## src/rtl/psr_pkg.sv

```systemverilog
package psr_pkg;

  typedef enum logic [2:0] {
    ST_POR    = 3'd0,
    ST_SETTLE = 3'd1,
    ST_SHORT  = 3'd2,
    ST_HOLD   = 3'd3,
    ST_RUN    = 3'd4
  } seq_state_e;

  localparam logic [1:0] PM_RUN   = 2'b00;
  localparam logic [1:0] PM_HIZ   = 2'b01;
  localparam logic [1:0] PM_UNDEF = 2'b10;

endpackage

```

## src/rtl/psr_pin_sync.sv

```systemverilog
module psr_pin_sync #(
  parameter int STAGES = 2
) (
  input  logic clk,
  input  logic pin_n,
  output logic level_o
);
  logic [STAGES-1:0] chain_q;

  // clear on the pin's falling edge, fill with ones on the clock
  always_ff @(posedge clk or negedge pin_n) begin
    if (!pin_n) chain_q <= '0;
    else        chain_q <= {chain_q[STAGES-2:0], 1'b1};
  end

  assign level_o = chain_q[STAGES-1];
endmodule

```

## src/rtl/psr_wait_timer.sv

```systemverilog
module psr_wait_timer #(
  parameter int CW = 18
) (
  input  logic          clk,
  input  logic          clear,
  input  logic [CW-1:0] limit,
  output logic          done
);
  logic [CW-1:0] cnt_q;

  assign done = (cnt_q == limit);

  always_ff @(posedge clk) begin
    if (clear)      cnt_q <= '0;
    else if (!done) cnt_q <= cnt_q + 1'b1;
  end

  // the count never runs past the limit of the current wait
  p_no_overflow_r1: assert property (@(posedge clk) disable iff (clear)
    cnt_q <= limit);
endmodule

```

## src/rtl/psr_seq_fsm.sv

```systemverilog
module psr_seq_fsm
  import psr_pkg::*;
#(
  parameter int POR_BITS     = 17,
  parameter int OSC_BITS     = 18,
  parameter int SHORT_CYCLES = 4,
  parameter int CW           = 18
) (
  input  logic          clk,
  input  logic          por_i,
  input  logic          pin_hi_i,
  input  logic          osc_stop_i,
  input  logic          done_i,
  output logic          clear_o,
  output logic [CW-1:0] limit_o,
  output logic          rst_int_o,
  output logic          clk_en_o,
  output logic          por_clr_o,
  output logic [1:0]    port_mode_o
);
  localparam logic [CW-1:0] LIM_POR   = CW'((64'd1 << POR_BITS) - 64'd1);
  localparam logic [CW-1:0] LIM_OSC   = CW'((64'd1 << OSC_BITS) - 64'd1);
  localparam logic [CW-1:0] LIM_SHORT = CW'(SHORT_CYCLES - 1);

  seq_state_e state_q, state_d;

  always_comb begin
    state_d = state_q;
    if (por_i) begin
      state_d = ST_POR;
    end else begin
      unique case (state_q)
        ST_POR:    if (done_i) state_d = ST_SETTLE;
        ST_SETTLE: if (done_i) state_d = ST_HOLD;
        ST_SHORT:  if (done_i) state_d = ST_HOLD;
        ST_HOLD:   if (pin_hi_i) state_d = ST_RUN;
        ST_RUN:    if (!pin_hi_i) state_d = osc_stop_i ? ST_SETTLE : ST_SHORT;
        default:   state_d = ST_POR;
      endcase
    end
  end

  assign clear_o = por_i || (state_d != state_q);

  always_comb begin
    unique case (state_q)
      ST_POR:    limit_o = LIM_POR;
      ST_SETTLE: limit_o = LIM_OSC;
      ST_SHORT:  limit_o = LIM_SHORT;
      default:   limit_o = '0;
    endcase
  end

  always_ff @(posedge clk) begin
    state_q     <= state_d;
    rst_int_o   <= (state_d != ST_RUN);
    clk_en_o    <= !((state_d == ST_POR) || (state_d == ST_SETTLE));
    por_clr_o   <= !por_i && (state_q == ST_POR) && (state_d == ST_SETTLE);
    port_mode_o <= (state_d != ST_RUN) ? (pin_hi_i ? PM_UNDEF : PM_HIZ) : PM_RUN;
  end

  // the clear strobe lasts one clock and only ends a power-on wait
  p_clr_pulse_r3: assert property (@(posedge clk) disable iff (por_i)
    por_clr_o |=> !por_clr_o);
  p_clr_source_r3: assert property (@(posedge clk) disable iff (por_i)
    por_clr_o |-> $past(state_q) == ST_POR);
  // clocks run whenever reset is released
  p_released_clk_r2: assert property (@(posedge clk) disable iff (por_i)
    !rst_int_o |-> clk_en_o);
  // normal port drive exactly when reset is released
  p_port_run_r4: assert property (@(posedge clk) disable iff (por_i)
    !rst_int_o |-> port_mode_o == PM_RUN);
  // release only follows a high synchronized pin
  p_release_pin_r5: assert property (@(posedge clk) disable iff (por_i)
    $fell(rst_int_o) |-> $past(pin_hi_i));
  // the short reset keeps the clocks running
  p_short_clk_r8: assert property (@(posedge clk) disable iff (por_i)
    (state_q == ST_SHORT) |-> clk_en_o);
  // clocks are gated throughout a settling wait
  p_settle_noclk_r7: assert property (@(posedge clk) disable iff (por_i)
    (state_q == ST_SETTLE) |-> !clk_en_o);
endmodule

```

## src/rtl/por_osc_sequencer.sv

```systemverilog
module por_osc_sequencer #(
  parameter int POR_BITS     = 17,
  parameter int OSC_BITS     = 18,
  parameter int SHORT_CYCLES = 4,
  parameter int SYNC_STAGES  = 2
) (
  input  logic       clk_osc_i,
  input  logic       por_i,
  input  logic       ext_rst_n_i,
  input  logic       osc_stop_i,
  output logic       rst_int_o,
  output logic       clk_en_o,
  output logic       por_clr_o,
  output logic [1:0] port_mode_o
);
  localparam int SW  = $clog2(SHORT_CYCLES + 1);
  localparam int CW0 = (OSC_BITS > POR_BITS) ? OSC_BITS : POR_BITS;
  localparam int CW  = (CW0 > SW) ? CW0 : SW;

  logic          pin_hi;
  logic          tmr_clear;
  logic          tmr_done;
  logic [CW-1:0] tmr_limit;

  psr_pin_sync #(.STAGES(SYNC_STAGES)) u_sync (
    .clk     (clk_osc_i),
    .pin_n   (ext_rst_n_i),
    .level_o (pin_hi)
  );

  psr_wait_timer #(.CW(CW)) u_timer (
    .clk   (clk_osc_i),
    .clear (tmr_clear),
    .limit (tmr_limit),
    .done  (tmr_done)
  );

  psr_seq_fsm #(
    .POR_BITS     (POR_BITS),
    .OSC_BITS     (OSC_BITS),
    .SHORT_CYCLES (SHORT_CYCLES),
    .CW           (CW)
  ) u_fsm (
    .clk         (clk_osc_i),
    .por_i       (por_i),
    .pin_hi_i    (pin_hi),
    .osc_stop_i  (osc_stop_i),
    .done_i      (tmr_done),
    .clear_o     (tmr_clear),
    .limit_o     (tmr_limit),
    .rst_int_o   (rst_int_o),
    .clk_en_o    (clk_en_o),
    .por_clr_o   (por_clr_o),
    .port_mode_o (port_mode_o)
  );

  // a low pin is never seen as high by the sequencer
  p_pin_low_r6: assert property (@(posedge clk_osc_i) disable iff (por_i)
    !ext_rst_n_i |-> !pin_hi);
endmodule

```

## config.mk

```make
export PLATFORM = sky130hd
export DESIGN_NAME = por_osc_sequencer
export DESIGN_NICKNAME = d
export VERILOG_FILES = /design/src/rtl/psr_pkg.sv /design/src/rtl/psr_pin_sync.sv /design/src/rtl/psr_wait_timer.sv /design/src/rtl/psr_seq_fsm.sv /design/src/rtl/por_osc_sequencer.sv
export SDC_FILE = /design/constraint.sdc
export NUM_CORES = 1
export LEC_CHECK = 0
export BUFFER_PORTS_ARGS = -buffer_cell sky130_fd_sc_hd__buf_2
export CORE_ASPECT_RATIO = 1.1
export CORE_MARGIN = 2
export CORE_UTILIZATION = 57
export CTS_CLUSTER_DIAMETER = 150
export DETAILED_ROUTE_END_ITERATION = 10
export PLACE_DENSITY = 0.81
export SKIP_CTS_REPAIR_TIMING = 1
export SLEW_MARGIN = 20
export SYNTH_ARGS = -nofsm -noshare
export SYNTH_HDL_FRONTEND = slang
export SYNTH_SLANG_ARGS = --single-unit
```

## constraint.sdc

```tcl
create_clock -name clk_osc_i -period 3.4 [get_ports clk_osc_i]
set_input_delay 0.51 -clock clk_osc_i [delete_from_list [all_inputs] [get_ports clk_osc_i]]
set_output_delay 0.51 -clock clk_osc_i [all_outputs]
set_load 0.01 [all_outputs]
```

# Yosys cells after proc, flatten, opt, wreduce, memory -nomap -nowiden
# Cells that the tools add are included.
# Widths: inputs -> output; s select.
# word_totals
ff_bits	28
in_bits	4
output_inout_bits	5
wordCells	34
# op_classes
n_addsub	1
n_eq_ne	8
muxes	9
n_reduce_logical	9
# op_table
op	count
$pmux 18 s3	1
$add 18x1->18 const B	1
$eq 18x18->1	1
$mux 3	5
$pmux 3 s4	1
$eq 3x1->1 const B	2
$eq 3x2->1 const B	2
$logic_not 3->1	2
$mux 2	2
$eq 3x3->1 const B	1
$ne 3x3->1	1
$ne 3x3->1 const B	1
$logic_and 1x1->1	2
$logic_not 1->1	2
$logic_or 1x1->1	2
$reduce_or 2->1	1

# Longest topological paths before layout
# logic_depth
depth_word	9
ltp_mapped	9
depth_no_buf	6

# Hierarchy
# A second synthesis with hierarchy kept.
# unflattened
cells_unflattened	211
area_unflattened_um2	1956.9
# by_module_without_submodules
mod	cells_per_inst	area_each_um2	instances	seq_area_each_um2
psr_wait_timer	150	1425.1	1	360.3
psr_seq_fsm	58	478.0	1	160.2
psr_pin_sync	3	53.8	1	50.0

# Worst setup path after synthesis
# No wires, ideal clock.
# synth_path
path_kind	register -> register
start	register u_timer.cnt_q[13]
end	register u_timer.cnt_q[15]
period_less_slack_ps	1982
t_arrival_ps	1867
n_path_buf	2
path_slack_ps	1418
path_stages_with_launch	9
t_required_ps	3285
setup_ps	115
path_cell_list	dfxtp_1 -> and4_4 -> nand3_2 -> o41ai_4 -> and2_4 -> a211o_1 -> buf_6 -> buf_12 -> nor2_1
# synth_via
elab_chain_cells	6
elab_cells_between_ends	8
cone_classes	add/sub (1); eq/ne (2); mux (4); reduce/logical (1)
# synth_rtl
element	line	text
start: declaration	psr_wait_timer.sv:9	logic [CW-1:0] cnt_q;
start signal: assignment	psr_wait_timer.sv:15	else if (!done) cnt_q <= cnt_q + 1'b1;
$eq 18x18->1	psr_wait_timer.sv:11	assign done = (cnt_q == limit);
$mux 3, on equally long branches	psr_seq_fsm.sv:34, psr_seq_fsm.sv:35, psr_seq_fsm.sv:33	
$pmux 3 s4	psr_seq_fsm.sv:32	unique case (state_q)
$mux 3	psr_seq_fsm.sv:29	if (por_i) begin
$ne 3x3->1	psr_seq_fsm.sv:43	assign clear_o = por_i || (state_d != state_q);
$logic_or 1x1->1	psr_seq_fsm.sv:43	
# Several ways; a longest one is shown, not always the timed one.
# A chain may end at the register's enable or synchronous reset.

# Worst setup path in the final report
# layout_path
start	register u_timer.cnt_q[16]
end	register u_timer.cnt_q[0]
# layout_via
elab_chain_cells	6
elab_cells_between_ends	7
cone_classes	eq/ne (2); mux (4); reduce/logical (1)
# layout_rtl
element	line
$eq 18x18->1 (*)	psr_wait_timer.sv:11
$mux 3, on equally long branches	psr_seq_fsm.sv:34, psr_seq_fsm.sv:35, psr_seq_fsm.sv:33
$pmux 3 s4	psr_seq_fsm.sv:32
$mux 3	psr_seq_fsm.sv:29
$ne 3x3->1	psr_seq_fsm.sv:43
$logic_or 1x1->1	psr_seq_fsm.sv:43
# Every way passes the cells marked *; elsewhere a longest branch is shown, timed or not.

==> out/metrics.csv <==
stage,metric,value,unit
global_routing,grt total ovfl,0,
finish,fill cell count,194,
routing,WL/cell,13.6,µm
routing,DR vias,1177,
floorplan,Die X,51.9,µm
routing,Pre-antenna DRT Iters,4,
global_routing,Top Usage Layer GRT,met2,
power_and_ir_drop,Lkg Pwr,0.522,nW
global_routing,M2 GR Usage,33.1,%
critical_path,WS Path Type,flop to flop,
yosys,Post-synth ARST share,7.14,%
power_and_ir_drop,sw frac,20.7,%
power_and_ir_drop,Max VDD drop,0.000222,V
yosys,"Distinct cells, synth",40,
floorplan,number of placed I/O pins,9,
finish,area of the multi-input gates,776,µm²
floorplan,Chip Height,56.7,µm
power_and_ir_drop,pwr dens,387,mW/mm²
finish,fin area,0.00151,mm²
yosys,Syn. warnings,0,
flow_run,max cap viols,0,
global_routing,wire length of the first global-routing pass,4600,µm
timing,RSZ-0062 raised after global routing,false,
clocking,Clock Tree Buf Depth,2,
yosys,Synth top cells by count,"27 x nor2_1, 26 x dfxtp_1, 16 x a21oi_1, 16 x xnor2_1, 13 x nand2_1",
clocking,H-tree Lvls,1,
timing,Tcrit/Tclk final,74.0,%
timing,max-slew violation count,0,
floorplan,die area,0.00294,mm²
power_and_ir_drop,sequential power share,58.1,%
finish,antenna cells,0,
min_path,Hold Crit Class,flop to flop,
yosys,sequential fraction of the synthesis area,39.7,%
critical_path,Reg2Reg Depth,6,
critical_path,worst-path fanout max,18,
min_path,min-delay src,u_sync.chain_q[0],
critical_path,crit path DAT,2.71,ns
timing,Clock Skew,0.00521,ns
yosys,Mapped Cells,165,
min_path,Hold Path Cell Cnt,0,
power_and_ir_drop,total power,0.000586,W
global_routing,initial antenna violation count,0,
finish,Final #Nets,176,
outcome,status,finished clean,
timing,worst hold slack,0.367,ns
yosys,top-area cell type share of the netlist area,36.2,%
global_routing,number of global-route vias before repair,1072,
clocking,CTS tree,built,
floorplan,initial core utilization,58.7,%
finish,Util after Layout,61.8,%
timing,Final setup viols,0,
critical_path,CP Launch Type,flop,
power_and_ir_drop,P_sw,0.000121,W
global_routing,GRT Util Overall,20.3,%
clocking,Clock Sink Count,28,
timing,final hold vios,0,
critical_path,"Req. time, crit path",3.60,ns
yosys,Mapped Nets,170,
finish,share of layout cells above drive strength 1,12.9,%
yosys,Post-synth EDFFs,0,
critical_path,flop2flop setup slack,0.89,ns
power_and_ir_drop,clock share of power,36.7,%
clocking,CTS root buf,clkbuf_4,
critical_path,RR Startpoint,u_timer.cnt_q[16],
clocking,CTS buffer count,3,
yosys,"area leader, netlist",dfxtp_1,
routing,Starting DRT DRC Count,22,
timing,Max Fclk,0.398,GHz
floorplan,# rows,19,
finish,P&R area growth vs syn,5.31,%
global_routing,met1 usage,27.0,%
critical_path,worst reg2reg endpoint,u_timer.cnt_q[0],
yosys,post-synthesis register bit count,28,
routing,DRT Wirelength,2720,µm
clocking,"Reg clk slew, reported paths",0.15,ns
yosys,"count leader, synth",nor2_1,
power_and_ir_drop,internal power,0.000465,W
timing,slew of the pin with the lowest slew margin,0.652,ns
yosys,Area contributors post-synth,"dfxtp_1 36%, xnor2_1 9.7%, nor2_1 7.0%",
placed_design,RD Place Congestion,0.912,
placed_design,count of input and output buffers,8,
yosys,top_reg_cell synth,dfxtp_1,
yosys,mapped cell area,0.00144,mm²
routing,vias per cell,5.86,
routing,DRT antenna net count,0,
finish,Sequential Area,571,µm²
floorplan,core box area,0.00245,mm²
clocking,worst skew pair latency,0.32,ns
placed_design,post-DP HPWL,1920,µm
timing,setup TNS,0,ns
min_path,hold path endpoint,u_sync.chain_q[1],
global_routing,met3 Use GR,2.66,%
timing,worst relative slew slack,56.5,%
routing,# DRC,0,
power_and_ir_drop,combinational share of power,5.1,%
yosys,Post-Syn Area per Cell,8.71,µm²
placed_design,Post-DP Area,0.00145,mm²
critical_path,CP Capture Type,flop,
global_routing,pin count of the biggest net entering global routing,19,
timing,Final min period,2.51,ns
-- power groups by stage --
stage	sequential (W)	clock (W)	combinational, W
global placement	0.000348	0	0.0000280
finish	0.000341	0.000215	0.0000301
global route	0.000342	0.000231	0.0000340
floorplan	0.000347	0	0.0000236
detailed placement	0.000348	0	0.0000293
CTS	0.000341	0.000220	0.0000294
-- placed cells by master (no fill, tap or decap), types with 2 or more instances in the layout --
cell type / count
a21oi_1: 16
nor2_1: 27
a211oi_1: 7
nand3_1: 6
clkbuf_4: 3
dfrtp_1: 2
buf_2: 8
nor4_1: 3
xnor2_1: 16
dfxtp_1: 26
nand2_1: 13
nand4_1: 5
o21ai_0: 3
nor3_1: 3
inv_1: 7
a2111oi_0: 2
-- metal layers --
metal,part of all wire [%],wire length [µm],up-vias
li1,-,-,589
met1,45,1220,549
met2,49,1340,33
met3,4.2,115,6
met4,1.5,41,0
met5,0,0,-
-- flip-flops by register name, summed over array words and instances (netlist names) --
signal             flops
u_fsm.por_clr_o        1
u_sync.chain_q         2
u_fsm.clk_en_o         1
u_fsm.rst_int_o        1
u_timer.cnt_q         18
u_fsm.state_q          3
u_fsm.port_mode_o      2
-- cell families after synthesis --
family / Yosys count / synth area share [%]
flip-flops: 28 / 39.7
adder cells (fa/ha/maj): 1 / 0.870
buffers and inverters: 15 / 6.35
other: 1 / 0.261
AND/OR/NAND/NOR: 69 / 24.7
XOR/XNOR: 16 / 9.75
AO/OA/AOI/OAI: 35 / 18.4
-- worst max-delay path by stage --
stage / start / end / slack (ns)
2_1_floorplan: u_timer.cnt_q[13] / u_timer.cnt_q[15] / 1.42
3_3_place_gp: u_timer.cnt_q[16] / u_timer.cnt_q[16] / 0.99
3_5_place_dp: u_timer.cnt_q[16] / u_timer.cnt_q[10] / 0.90
4_1_cts: u_timer.cnt_q[16] / u_timer.cnt_q[4] / 0.87
5_1_grt: u_timer.cnt_q[16] / u_timer.cnt_q[4] / 0.70
6_report: u_timer.cnt_q[16] / u_timer.cnt_q[0] / 0.89
-- worst max-delay path, stage by stage (launching register included) --
cell      delay, ns
dfxtp_1        0.54
nor2_1         0.09
o31a_2         0.31
o32ai_4        0.60
and2_4         0.29
a211o_1        0.47
a211oi_1       0.10
-- per-stage QoR --
step	instances	setup WS, ns
3_3_place_gp	196	0.994
5_1_grt	201	0.697
6_report	201	0.885
2_1_floorplan	165	1.42
4_1_cts	200	0.874
3_5_place_dp	196	0.900
-- cell type report --
class / count / share of cell area (%)
Timing Repair Buffer: 9 / 3.31
Multi-Input combinational cell: 122 / 51.2
Clock inverter: 1 / 1.98
Sequential cell: 28 / 37.7
Inverter: 7 / 1.74
Clock buffer: 3 / 1.49
Tap cell: 31 / 2.56
Note: power is estimated with default switching activity, not from simulation.
